`src/rtl/thermal_irq_pkg.sv`:
```
// Shared constants and the selector-to-IRQ mapping for the thermal interrupt block.
// Assumes a byte-wide register bus and 16 legacy IRQ lines.
package thermal_irq_pkg;
    localparam int DATA_W      = 8;
    localparam int N_EDGE_SRC  = 3;
    localparam int N_SRC       = N_EDGE_SRC + 1;
    localparam int SEL_W       = 3;
    localparam int IRQ_LINES   = 16;
    localparam int SYNC_STAGES = 2;

    localparam int EN_BIT   = 7;
    localparam int SEL_LSB  = 4;
    localparam int BATT_BIT = 3;

    localparam logic ADDR_CTRL = 1'b0;
    localparam logic ADDR_STAT = 1'b1;

    // Map the 3-bit selector onto the legacy IRQ number (not monotonic).
    function automatic int irq_number(input logic [SEL_W-1:0] sel);
        case (sel)
            3'd0:    return 3;
            3'd1:    return 4;
            3'd2:    return 5;
            3'd3:    return 10;
            3'd4:    return 6;
            3'd5:    return 7;
            3'd6:    return 9;
            default: return 11;
        endcase
    endfunction
endpackage

```
`src/rtl/tis_sync.sv`:
```
// Multi-stage synchronizer for a bundle of asynchronous inputs.
// Assumes each bit is an independent slow level; no bus coherency is implied.
module tis_sync #(
    parameter int WIDTH  = 4,
    parameter int STAGES = 2
) (
    input  logic             clk,
    input  logic             rst_n,
    input  logic [WIDTH-1:0] d,
    output logic [WIDTH-1:0] q
);
    logic [WIDTH-1:0] chain_q [STAGES];

    // Shift the raw inputs through the flop chain.
    always_ff @(posedge clk) begin
        if (!rst_n) begin
            for (int i = 0; i < STAGES; i++) chain_q[i] <= '0;
        end else begin
            chain_q[0] <= d;
            for (int i = 1; i < STAGES; i++) chain_q[i] <= chain_q[i-1];
        end
    end

    assign q = chain_q[STAGES-1];
endmodule

```
`src/rtl/tis_status.sv`:
```
// Sticky pending bits with rising-edge set and write-one-to-clear.
// Assumes synchronized inputs; a set in the same cycle as a clear wins.
module tis_status #(
    parameter int WIDTH = 3
) (
    input  logic             clk,
    input  logic             rst_n,
    input  logic [WIDTH-1:0] level,
    input  logic [WIDTH-1:0] clr,
    output logic [WIDTH-1:0] pend,
    output logic [WIDTH-1:0] rise
);
    for (genvar g = 0; g < WIDTH; g++) begin : g_bit
        logic prev_q;
        logic pend_q;

        assign rise[g] = level[g] & ~prev_q;

        // Remember the previous level for edge detection.
        always_ff @(posedge clk) begin
            if (!rst_n) prev_q <= 1'b0;
            else        prev_q <= level[g];
        end

        // Set on an edge, else clear on a write of one.
        always_ff @(posedge clk) begin
            if (!rst_n)       pend_q <= 1'b0;
            else if (rise[g]) pend_q <= 1'b1;
            else if (clr[g])  pend_q <= 1'b0;
        end

        assign pend[g] = pend_q;
    end
endmodule

```
`src/rtl/tis_route.sv`:
```
// Combines masked sources under a global enable and steers the request to one IRQ line.
// Assumes IRQ_LINES covers every number the selector mapping can produce.
module tis_route
    import thermal_irq_pkg::*;
#(
    parameter int NSRC  = 3,
    parameter int LINES = 16
) (
    input  logic             enable,
    input  logic [SEL_W-1:0] sel,
    input  logic [NSRC-1:0]  pend,
    input  logic [NSRC-1:0]  mask,
    input  logic             batt,
    input  logic             batt_mask,
    output logic [LINES-1:0] lines
);
    logic req;
    int   target;

    // Form the single combined request.
    always_comb begin
        req    = enable & ((|(pend & mask)) | (batt & batt_mask));
        target = irq_number(sel);
    end

    for (genvar g = 0; g < LINES; g++) begin : g_line
        assign lines[g] = req && (target == g);
    end
endmodule

```
`src/rtl/thermal_irq_ctrl.sv`:
```
// Thermal alert interrupt controller: control and status registers, sticky events,
// masking and IRQ steering. Assumes single-cycle writes and a combinational read path.
module thermal_irq_ctrl
    import thermal_irq_pkg::*;
(
    input  logic                 clk,
    input  logic                 rst_n,
    input  logic                 bus_addr,
    input  logic                 bus_we,
    input  logic [DATA_W-1:0]    bus_wdata,
    output logic [DATA_W-1:0]    bus_rdata,
    input  logic                 alert_in,
    input  logic                 therm_in,
    input  logic                 event_in,
    input  logic                 batt_low_in,
    output logic [IRQ_LINES-1:0] irq_req
);
    logic [N_SRC-1:0]      src_sync;
    logic [DATA_W-1:0]     ctrl_q;
    logic [N_EDGE_SRC-1:0] status_q;
    logic [N_EDGE_SRC-1:0] rise_vec;
    logic [N_EDGE_SRC-1:0] clr_vec;

    tis_sync #(.WIDTH(N_SRC), .STAGES(SYNC_STAGES)) u_sync (
        .clk   (clk),
        .rst_n (rst_n),
        .d     ({batt_low_in, event_in, therm_in, alert_in}),
        .q     (src_sync)
    );

    // Hold the control register.
    always_ff @(posedge clk) begin
        if (!rst_n)                             ctrl_q <= '0;
        else if (bus_we && bus_addr == ADDR_CTRL) ctrl_q <= bus_wdata;
    end

    // Decode the write-one-to-clear strobes.
    always_comb begin
        clr_vec = (bus_we && bus_addr == ADDR_STAT) ? bus_wdata[N_EDGE_SRC-1:0] : '0;
    end

    tis_status #(.WIDTH(N_EDGE_SRC)) u_status (
        .clk   (clk),
        .rst_n (rst_n),
        .level (src_sync[N_EDGE_SRC-1:0]),
        .clr   (clr_vec),
        .pend  (status_q),
        .rise  (rise_vec)
    );

    tis_route #(.NSRC(N_EDGE_SRC), .LINES(IRQ_LINES)) u_route (
        .enable    (ctrl_q[EN_BIT]),
        .sel       (ctrl_q[SEL_LSB +: SEL_W]),
        .pend      (status_q),
        .mask      (ctrl_q[N_EDGE_SRC-1:0]),
        .batt      (src_sync[N_SRC-1]),
        .batt_mask (ctrl_q[BATT_BIT]),
        .lines     (irq_req)
    );

    // Select read data; reserved status bits return zero.
    always_comb begin
        if (bus_addr == ADDR_CTRL) bus_rdata = ctrl_q;
        else                       bus_rdata = {{(DATA_W-N_EDGE_SRC){1'b0}}, status_q};
    end
endmodule

```
`config.mk`:
```
export PLATFORM = sky130hd
export DESIGN_NAME = thermal_irq_ctrl
export DESIGN_NICKNAME = d
export VERILOG_FILES = /design/src/rtl/thermal_irq_pkg.sv /design/src/rtl/tis_sync.sv /design/src/rtl/tis_status.sv /design/src/rtl/tis_route.sv /design/src/rtl/thermal_irq_ctrl.sv
export SDC_FILE = /design/constraint.sdc
export NUM_CORES = 1
export LEC_CHECK = 0
export BUFFER_PORTS_ARGS = -buffer_cell sky130_fd_sc_hd__buf_4
export CAP_MARGIN = 15
export CORE_MARGIN = 2
export CORE_UTILIZATION = 30
export DETAILED_ROUTE_END_ITERATION = 10
export PLACE_DENSITY = 0.67
export REMOVE_ABC_BUFFERS = 1
export SLEW_MARGIN = 20
export SYNTH_ARGS = -nofsm -noshare
export SYNTH_HDL_FRONTEND = slang
export SYNTH_SLANG_ARGS = --single-unit
```
`constraint.sdc`:
```
create_clock -name clk -period 1.1 [get_ports clk]
set_input_delay 0.22 -clock clk [delete_from_list [all_inputs] [get_ports clk]]
set_output_delay 0.22 -clock clk [all_outputs]
set_load 0.05 [all_outputs]
```
==> results of run 1 <==
-- cell type report --
cell class	count	area, um2
Clock inverter	1	30.0
Multi-Input combinational cell	70	579
Timing Repair Buffer	46	463
Sequential cell	22	459
Fill cell	284	1440
Tap cell	44	55.1
Clock buffer	3	22.5
-- synthesized netlist by cell type, drive strengths merged --
master	n
conb	1
nor4	2
a221oi	1
nor3	4
nor4b	2
clkbuf	2
buf	10
nand2b	2
a21oi	3
dfxtp	22
nor2b	20
mux2i	8
and2	11
a22o	1
nand2	2
nand3	3
mux2	3
-- metal layers --
metal  routed length (um)  vias to the layer above
met3                  178                        0
met4                    0                        0
li1                     -                      395
met1                  910                      361
met2                 1080                       35
met5                    0                        -
-- flip-flops by register name, indices dropped and copies added, names as in the netlist --
signal / count
u_sync.chain_q: 8
u_status.g_bit.pend_q: 3
u_status.g_bit.prev_q: 3
ctrl_q: 8
-- logic make-up after synthesis --
family          Yosys count
compound gates            5
buf+inv                  12
flops                    22
mux                      11
other cells               1
simple gates             46
-- worst max-delay path, cell delays in order (launching register included) --
cell and delay (ps):
dfxtp_2 340, a22o_1 250, a221oi_4 230, buf_12 180, nor3_1 60, buf_4 200
-- metrics by stage --
step                      TNS, ps  setup WS, ps  cells
after floorplan            -10070         -1350     92
after detailed placement    -2690          -341    178
after global placement      -2320          -284    178
after global routing        -8160          -748    186
after CTS                   -6900          -648    184
final                       -7100          -678    186
-- power by group --
group	switching [mW]	total (mW)	internal [mW]
Clock	0.244	0.613	0.368
Sequential	0.0290	0.863	0.834
Combinational	0.194	0.365	0.171
Total	0.468	1.84	1.37
-- timing repair --
action	in CTS	in global routing
pin swaps	2	2
gates resized for setup	43	21
setup endpoints to repair	16	16
buffers inserted	2	3
-- path summary, 6_finish.rpt --
check,startpoint,endpoint,slack [ps],cells past startpoint
worst max register to register,ctrl_q[0]$_SDFFE_PN0P_,ctrl_q[0]$_SDFFE_PN0P_,250,4
worst min-delay path,event_in,u_sync.chain_q[0][2]$_SDFF_PN0_,100,2
worst max-delay path,ctrl_q[0]$_SDFFE_PN0P_,irq_req[5],-680,5
worst min register to register,u_sync.chain_q[0][1]$_SDFF_PN0_,u_sync.chain_q[0][5]$_SDFF_PN0_,450,1
==> reports/qor.txt, run 1 <==
Outcome: finished, violations left
Violated checks: negative setup slack
Initial DRC Count: 24
GR Layer Usage met3: 5.33%
Vias post-DR: 791
Min-delay worst type: input pin to flop
Fmax: 0.562 GHz
Adder-cell share of the synthesized area: 0%
Die height: 60.8 um
Clock Latency Late Sink: 310 ps
RSZ-0062 raised after global routing: true
Via density: 4.25
Post-Synth XOR/XNOR Area: 0%
Synth top area share: 45.5%
Met2 usage: 21.4%
Final WL: 2170 um
Final Hold Vio Count: 0
Leakage power: 0.656 nW
Ys Warns: 0
Initial Utilization: 31.7%
Setup ws final: -678 ps
Post-DP HPWL: 1500 um
Core ar.: 3050 um2
Reg clk slew, reported paths: 120 ps
Post-CTS Hold Buffers: 0
Setup crit end kind: output pin
Skew final: 1.02 ps
Share of cells above drive strength 1: 54.2%
Unique cell type count in the Yosys netlist: 18
# IOs: 40
DR pass1 iterations: 2
Layout net count: 159
Initial antenna violation count: 0
CTS Buf Count: 3
Die area: 3690 um2
Layout area overhead: 66.4%
Worst vdd rail ir drop: 0.000946 V
PD cells: 1140 nW/um2
H-tree depth: 1
Ranking of synthesized cells by area: dfxtp_1 (46%), nor2b_1 (13%), mux2i_1 (8.3%)
Grt total ovfl: 0
Total Routing Usage GR: 12.2%
Startpoint Class: flop
Sequential share of the synthesized area: 45.5%
Leading cell type in the layout, fill and taps excluded: buf_4
Average size of a mapped cell: 9.97 um2
Max cap viols: 0
Fin area: 1610 um2
Post-synthesis mux area share: 11.8%
Hold Slack: 104 ps
ANT cells: 0
Wire per inst: 11.6 um
Arrival @ worst endpoint: 1560 ps
CTS Root Cell: clkbuf_4
Required @ worst endpoint: 880 ps
Clk buf depth: 2
Period utilization: 162%
Largest area contributor in the netlist: dfxtp_1
Complex-gate fraction of the synthesized area: 5.17%
DP Area: 1280 um2
# rows: 20
CTS sink cnt: 22
Number of port buffers: 31
Most frequent cells in the layout: buf_4 (24), nor2b_1 (15), buf_6 (14)
Met1 usage: 14.4%
Mapped Area: 967 um2
Number of global-route vias before repair: 744
First-pass GRT wire length: 3390 um
CP Class: flop to output pin
Most Crowded Layer GR: met2
# DRC: 0
Largest family of logic cells by synthesized area: simple AND/OR/NAND/NOR gates
Fin util: 52.7%
TritonCTS clock tree: done
Simple-Gate Fraction of Synth Area: 28.8%
Post-Syn Instances: 97
DRT antenna net count: 0
Final setup fails: 16
Power Total: 1.84 mW
Register bit total from synthesis: 22
Die Wd: 60.8 um
Global placement routability congestion: 0.729
Worst-path maximum fanout: 8
Final Max Slew Viols: 0
Minimum clock period after layout: 1780 ps
Largest net degree at the start of global routing: 23
Note: power is estimated with default switching activity, not from simulation.
==> inputs of run 2 (changes only) <==
==> constraint.sdc (replaced) <==
create_clock -name clk -period 1.1 [get_ports clk]
set_input_delay 0.275 -clock clk [delete_from_list [all_inputs] [get_ports clk]]
set_output_delay 0.275 -clock clk [all_outputs]
set_load 0.05 [all_outputs]
==> run 2 against run 1 <==
  * The flow still finishes with violations (negative setup slack)
  * Sequential power barely moved
  * Clock skew rose by 0.63 ps
  * Utilization rose by 1.1 points
  * Register-to-register slack got worse by 90 ps
  * Power rose by 0.25%
  * Largest cell class unchanged
  * Largest power group unchanged
  * Highest routed layer unchanged
==> reports/qor.txt, run 2 (synthesis results as in run 1) <==
DP Worst Slack: -392 ps
# DRC: 0
Sequential share of power: 46.9%
Period utilization: 164%
Worst-path maximum fanout: 8
Worst vdd rail ir drop: 0.000723 V
Number of port buffers: 31
Wire per inst: 12.2 um
Register area: 459 um2
Required @ worst endpoint: 820 ps
Reg clk slew, reported paths: 120 ps
RSZ-0062 raised after global routing: true
Arrival @ worst endpoint: 1530 ps
Fin area: 1640 um2
# IOs: 40
Setup ws final: -704 ps
Total Routing Usage GR: 12.4%
First-pass GRT wire length: 3430 um
Share of cells above drive strength 1: 55.2%
Logic pwr share: 20.1%
Leading cell type in the layout, fill and taps excluded: buf_4
Minimum clock period after layout: 1800 ps
Internal power: 1.37 mW
DP Area: 1290 um2
Final Non-Filler Cells: 187
CTS sink cnt: 22
H-tree depth: 1
# rows: 20
Via density: 4.30
Layout net count: 160
Sw Ratio: 25.6%
Fillers: 282
Max cap viols: 0
Final setup fails: 16
DRT antenna net count: 0
Initial Utilization: 31.7%
CP Class: flop to output pin
CTS Buf Count: 3
Final Max Slew Viols: 0
Leakage power: 0.676 nW
Biggest regs: ctrl_q (8), u_sync.chain_q (8)
Fmax: 0.554 GHz
Core ar.: 3050 um2
Outcome: finished, violations left
Initial antenna violation count: 0
Min-delay worst type: input pin to flop
Setup crit end kind: output pin
DR pass1 iterations: 2
Layout area overhead: 69.7%
PD cells: 1120 nW/um2
Fin util: 53.8%
Skew final: 1.64 ps
Die area: 3690 um2
Largest net degree at the start of global routing: 23
Vias post-DR: 804
Initial DRC Count: 32
Die Wd: 60.8 um
CTS Root Cell: clkbuf_4
Violated checks: negative setup slack
Clk buf depth: 2
Number of global-route vias before repair: 798
Post-DP HPWL: 1530 um
Startpoint Class: flop
Most frequent cells in the layout: buf_4 (23), buf_6 (19), nor2b_1 (15)
Global placement routability congestion: 0.706
Final WL: 2290 um
Dpl cells: 179
Area of the multi-input gates: 608 um2
Die height: 60.8 um
Grt total ovfl: 0
Clock Power Share: 33.0%
Final Hold Vio Count: 0
Setup tns final: -8010 ps
Clock Latency Late Sink: 300 ps
ANT cells: 0
TritonCTS clock tree: done
Sw power: 0.473 mW
==> run 2: worst paths after layout <==
check,startpoint,end,slack (ps),depth (start not counted)
worst max register to register,ctrl_q[0]$_SDFFE_PN0P_,ctrl_q[0]$_SDFFE_PN0P_,160,5
worst min register to register,u_sync.chain_q[0][1]$_SDFF_PN0_,u_sync.chain_q[0][5]$_SDFF_PN0_,440,1
worst min-delay path,event_in,u_sync.chain_q[0][2]$_SDFF_PN0_,160,2
worst max-delay path,u_status.g_bit[0].pend_q$_SDFFE_PN0P_,irq_req[11],-700,5
==> run 2: area by class of cell <==
class                           instances  area share (%)
Timing Repair Buffer                   47            28.4
Clock inverter                          1            1.83
Multi-Input combinational cell         70            37.0
Sequential cell                        22            28.0
Clock buffer                            3            1.37
Tap cell                               44            3.35
==> run 2: routing by layer <==
layer  GRT usage [%]  vias up  routed length [um]
met5               0        -                   0
met3            3.41        0                 140
met1            14.5      371                 951
met4            1.86        0                   0
met2            22.9       36                1190
li1                -      397                   -
==> run 2: timing repair <==
action                     4_1_cts  5_1_grt
hold buffers                     0        0
setup buffers                    2        4
pin swaps                        1        3
gates resized for setup         47       21
setup endpoints to repair       16       16
==> run 2: critical path, cell delays in order (launching register included) <==
cell and delay [ps]:
dfxtp_2 340, a22o_1 240, a221oi_4 230, buf_12 190, nor3_2 60, buf_6 160
==> run 2: power groups by stage <==
stage                     logic (mW)  registers, mW  clock network (mW)
after floorplan                0.181          0.870                   0
after global placement         0.296          0.872                   0
after detailed placement       0.303          0.874                   0
after CTS                      0.349          0.860               0.629
after global routing           0.394          0.872               0.662
final                          0.371          0.865               0.610
==> run 2: through the flow <==
step                      power, mW  hold WS (ps)
final                          1.85           160
after global routing           1.93           152
after CTS                      1.84           153
after detailed placement       1.18           419
after global placement         1.17           414
after floorplan                1.05           397
==> inputs of run 3 (changes only) <==
--- a/config.mk
+++ b/config.mk
@@ -7,10 +7,11 @@
 export LEC_CHECK = 0
 export BUFFER_PORTS_ARGS = -buffer_cell sky130_fd_sc_hd__buf_4
 export CAP_MARGIN = 15
+export CORE_ASPECT_RATIO = 1.25
 export CORE_MARGIN = 2
 export CORE_UTILIZATION = 30
 export DETAILED_ROUTE_END_ITERATION = 10
-export PLACE_DENSITY = 0.67
+export PLACE_DENSITY = 0.59
 export REMOVE_ABC_BUFFERS = 1
 export SLEW_MARGIN = 20
 export SYNTH_ARGS = -nofsm -noshare
==> run 3 against run 2 <==
  * The run still ends with negative setup slack left
  * Utilization decreased by 0.40 points
  * Design area increased by 2.0%
  * Combinational power increased by 2%
  * Clock-buffer cell count increased by 1
  * Flip-flop and latch count unchanged
  * Maximum frequency increased by 2.7%
  * Non-clock buffer count increased by 5
  * Clock power decreased by 6.6%
  * Power decreased by 1.8%
==> reports/qor.txt, run 3 (synthesis results as in run 1) <==
ANT cells: 0
PD cells: 1080 nW/um2
Skew final: 0.716 ps
Worst-path maximum fanout: 8
Die area: 3700 um2
Period utilization: 160%
Leakage power: 0.689 nW
Most Crowded Layer GR: met2
GR Layer Usage met3: 2.88%
Area of the multi-input gates: 598 um2
Via density: 4.34
Setup crit end kind: output pin
Die Wd: 54.8 um
Layout area overhead: 73.1%
Share of cells above drive strength 1: 56.8%
Clk buf depth: 2
Required @ worst endpoint: 820 ps
Post-DP HPWL: 1420 um
R2R depth: 4
RSZ-0062 raised after global routing: true
Register area: 459 um2
Outcome: finished, violations left
Most frequent cells in the layout: buf_4 (26), buf_6 (20), nor2b_1 (15)
Leading cell type in the layout, fill and taps excluded: buf_4
Clock Latency Late Sink: 260 ps
Met1 usage: 12.8%
Vias post-DR: 803
CTS Root Cell: clkbuf_8
# DRC: 0
Arrival @ worst endpoint: 1480 ps
Max cap viols: 0
Number of global-route vias before repair: 718
Largest net degree at the start of global routing: 23
Final WL: 2140 um
Critical path's top delay family: buffers and inverters
Fmax: 0.569 GHz
Setup tns final: -7010 ps
Max stage delay cell, worst path: dfxtp_2
Grt total ovfl: 0
Initial antenna violation count: 0
Fillers: 274
Die height: 67.5 um
Cell Chain, Critical Path: a22o_1, a221oi_4, buf_12, nor4b_4, buf_6
Layout net count: 165
Violated checks: negative setup slack
Final Hold Vio Count: 0
Crit Reg-Reg Startpoint: ctrl_q[5]$_SDFFE_PN0P_
Number of port buffers: 31
Initial DRC Count: 4
Hold wc startpoint: event_in
Minimum clock period after layout: 1760 ps
Worst Path Buf+Inv: 2
Global placement routability congestion: 0.675
Core ar.: 3140 um2
Final Max Slew Viols: 0
DP Area: 1310 um2
Worst vdd rail ir drop: 0.000870 V
Initial Utilization: 30.8%
Hold Slack: 208 ps
First-pass GRT wire length: 3060 um
Setup ws final: -656 ps
H-tree depth: 1
CTS sink cnt: 22
CP max stage delay: 330 ps
Met2 usage: 19.5%
CP Class: flop to output pin
Min-delay worst type: input pin to flop
Biggest regs: ctrl_q (8), u_sync.chain_q (8)
Reg clk slew, reported paths: 70 ps
R2R Path End: ctrl_q[5]$_SDFFE_PN0P_
# IOs: 40
Reg-to-reg slack, setup: 180 ps
Hold path depth: 2
CTS Buf Count: 3
DRT antenna net count: 0
Fin area: 1670 um2
# rows: 23
Total Routing Usage GR: 11.6%
DR pass1 iterations: 4
Startpoint Class: flop
Worst Hold End: u_sync.chain_q[0][2]$_SDFF_PN0_
Final setup fails: 16
TritonCTS clock tree: done
Wire per inst: 11.6 um
## run 3: cell types whose count changed in the layout (fill, tap and decap cells not counted), sizes merged
cell and change:
buf +5, bufinv -1, clkbuf +1
## run 3: worst max-delay path by stage
| stage | start | endpoint | slack [ps] | cells after the start |
|---|---|---|---|---|
| finish | ctrl_q[0]$_SDFFE_PN0P_ | irq_req[6] | -660 | 5 |
| global route | ctrl_q[0]$_SDFFE_PN0P_ | irq_req[6] | -710 | 5 |
| CTS | u_status.g_bit[0].pend_q$_SDFFE_PN0P_ | irq_req[5] | -630 | 5 |
| detailed placement | ctrl_q[0]$_SDFFE_PN0P_ | irq_req[11] | -390 | 4 |
| global placement | ctrl_q[0]$_SDFFE_PN0P_ | irq_req[7] | -340 | 4 |
| floorplan | ctrl_q[0]$_SDFFE_PN0P_ | irq_req[6] | -1410 | 3 |
## run 3: layout make-up
type	count	share of cell area [%]
multi-input cells	70	35.7
repair buffers	52	30.8
well taps	37	2.77
flip-flops and latches	22	27.4
clock buffers	4	3.29
## run 3: repair_timing
item,in CTS,in global routing
endpoints found under the setup margin,16,16
endpoints found under the hold margin,0,0
gates resized for setup,47,21
pin swaps,5,2
buffers inserted,5,4
hold buffers,0,0
## run 3: layer usage
metal | up-vias | routed length, um
met5 | - | 0
met4 | 0 | 41
met3 | 5 | 123
met2 | 28 | 1160
met1 | 361 | 820
li1 | 409 | -
## run 3: report_power, final
part / total (mW) / internal (mW) / switching, mW
sequential: 0.865 / 0.834 / 0.0316
combinational: 0.377 / 0.181 / 0.196
clock: 0.570 / 0.319 / 0.251
## run 3: metrics by stage
step / cells / utilization [%] / power [mW] / worst slack [ps]
floorplan: 92 / - / 1.05 / -1410
global placement: 176 / 41.8 / 1.18 / -343
detailed placement: 176 / 41.8 / 1.18 / -386
CTS: 183 / 49.8 / 1.82 / -629
global route: 185 / 53.4 / 1.88 / -712
finish: 185 / 53.4 / 1.81 / -656
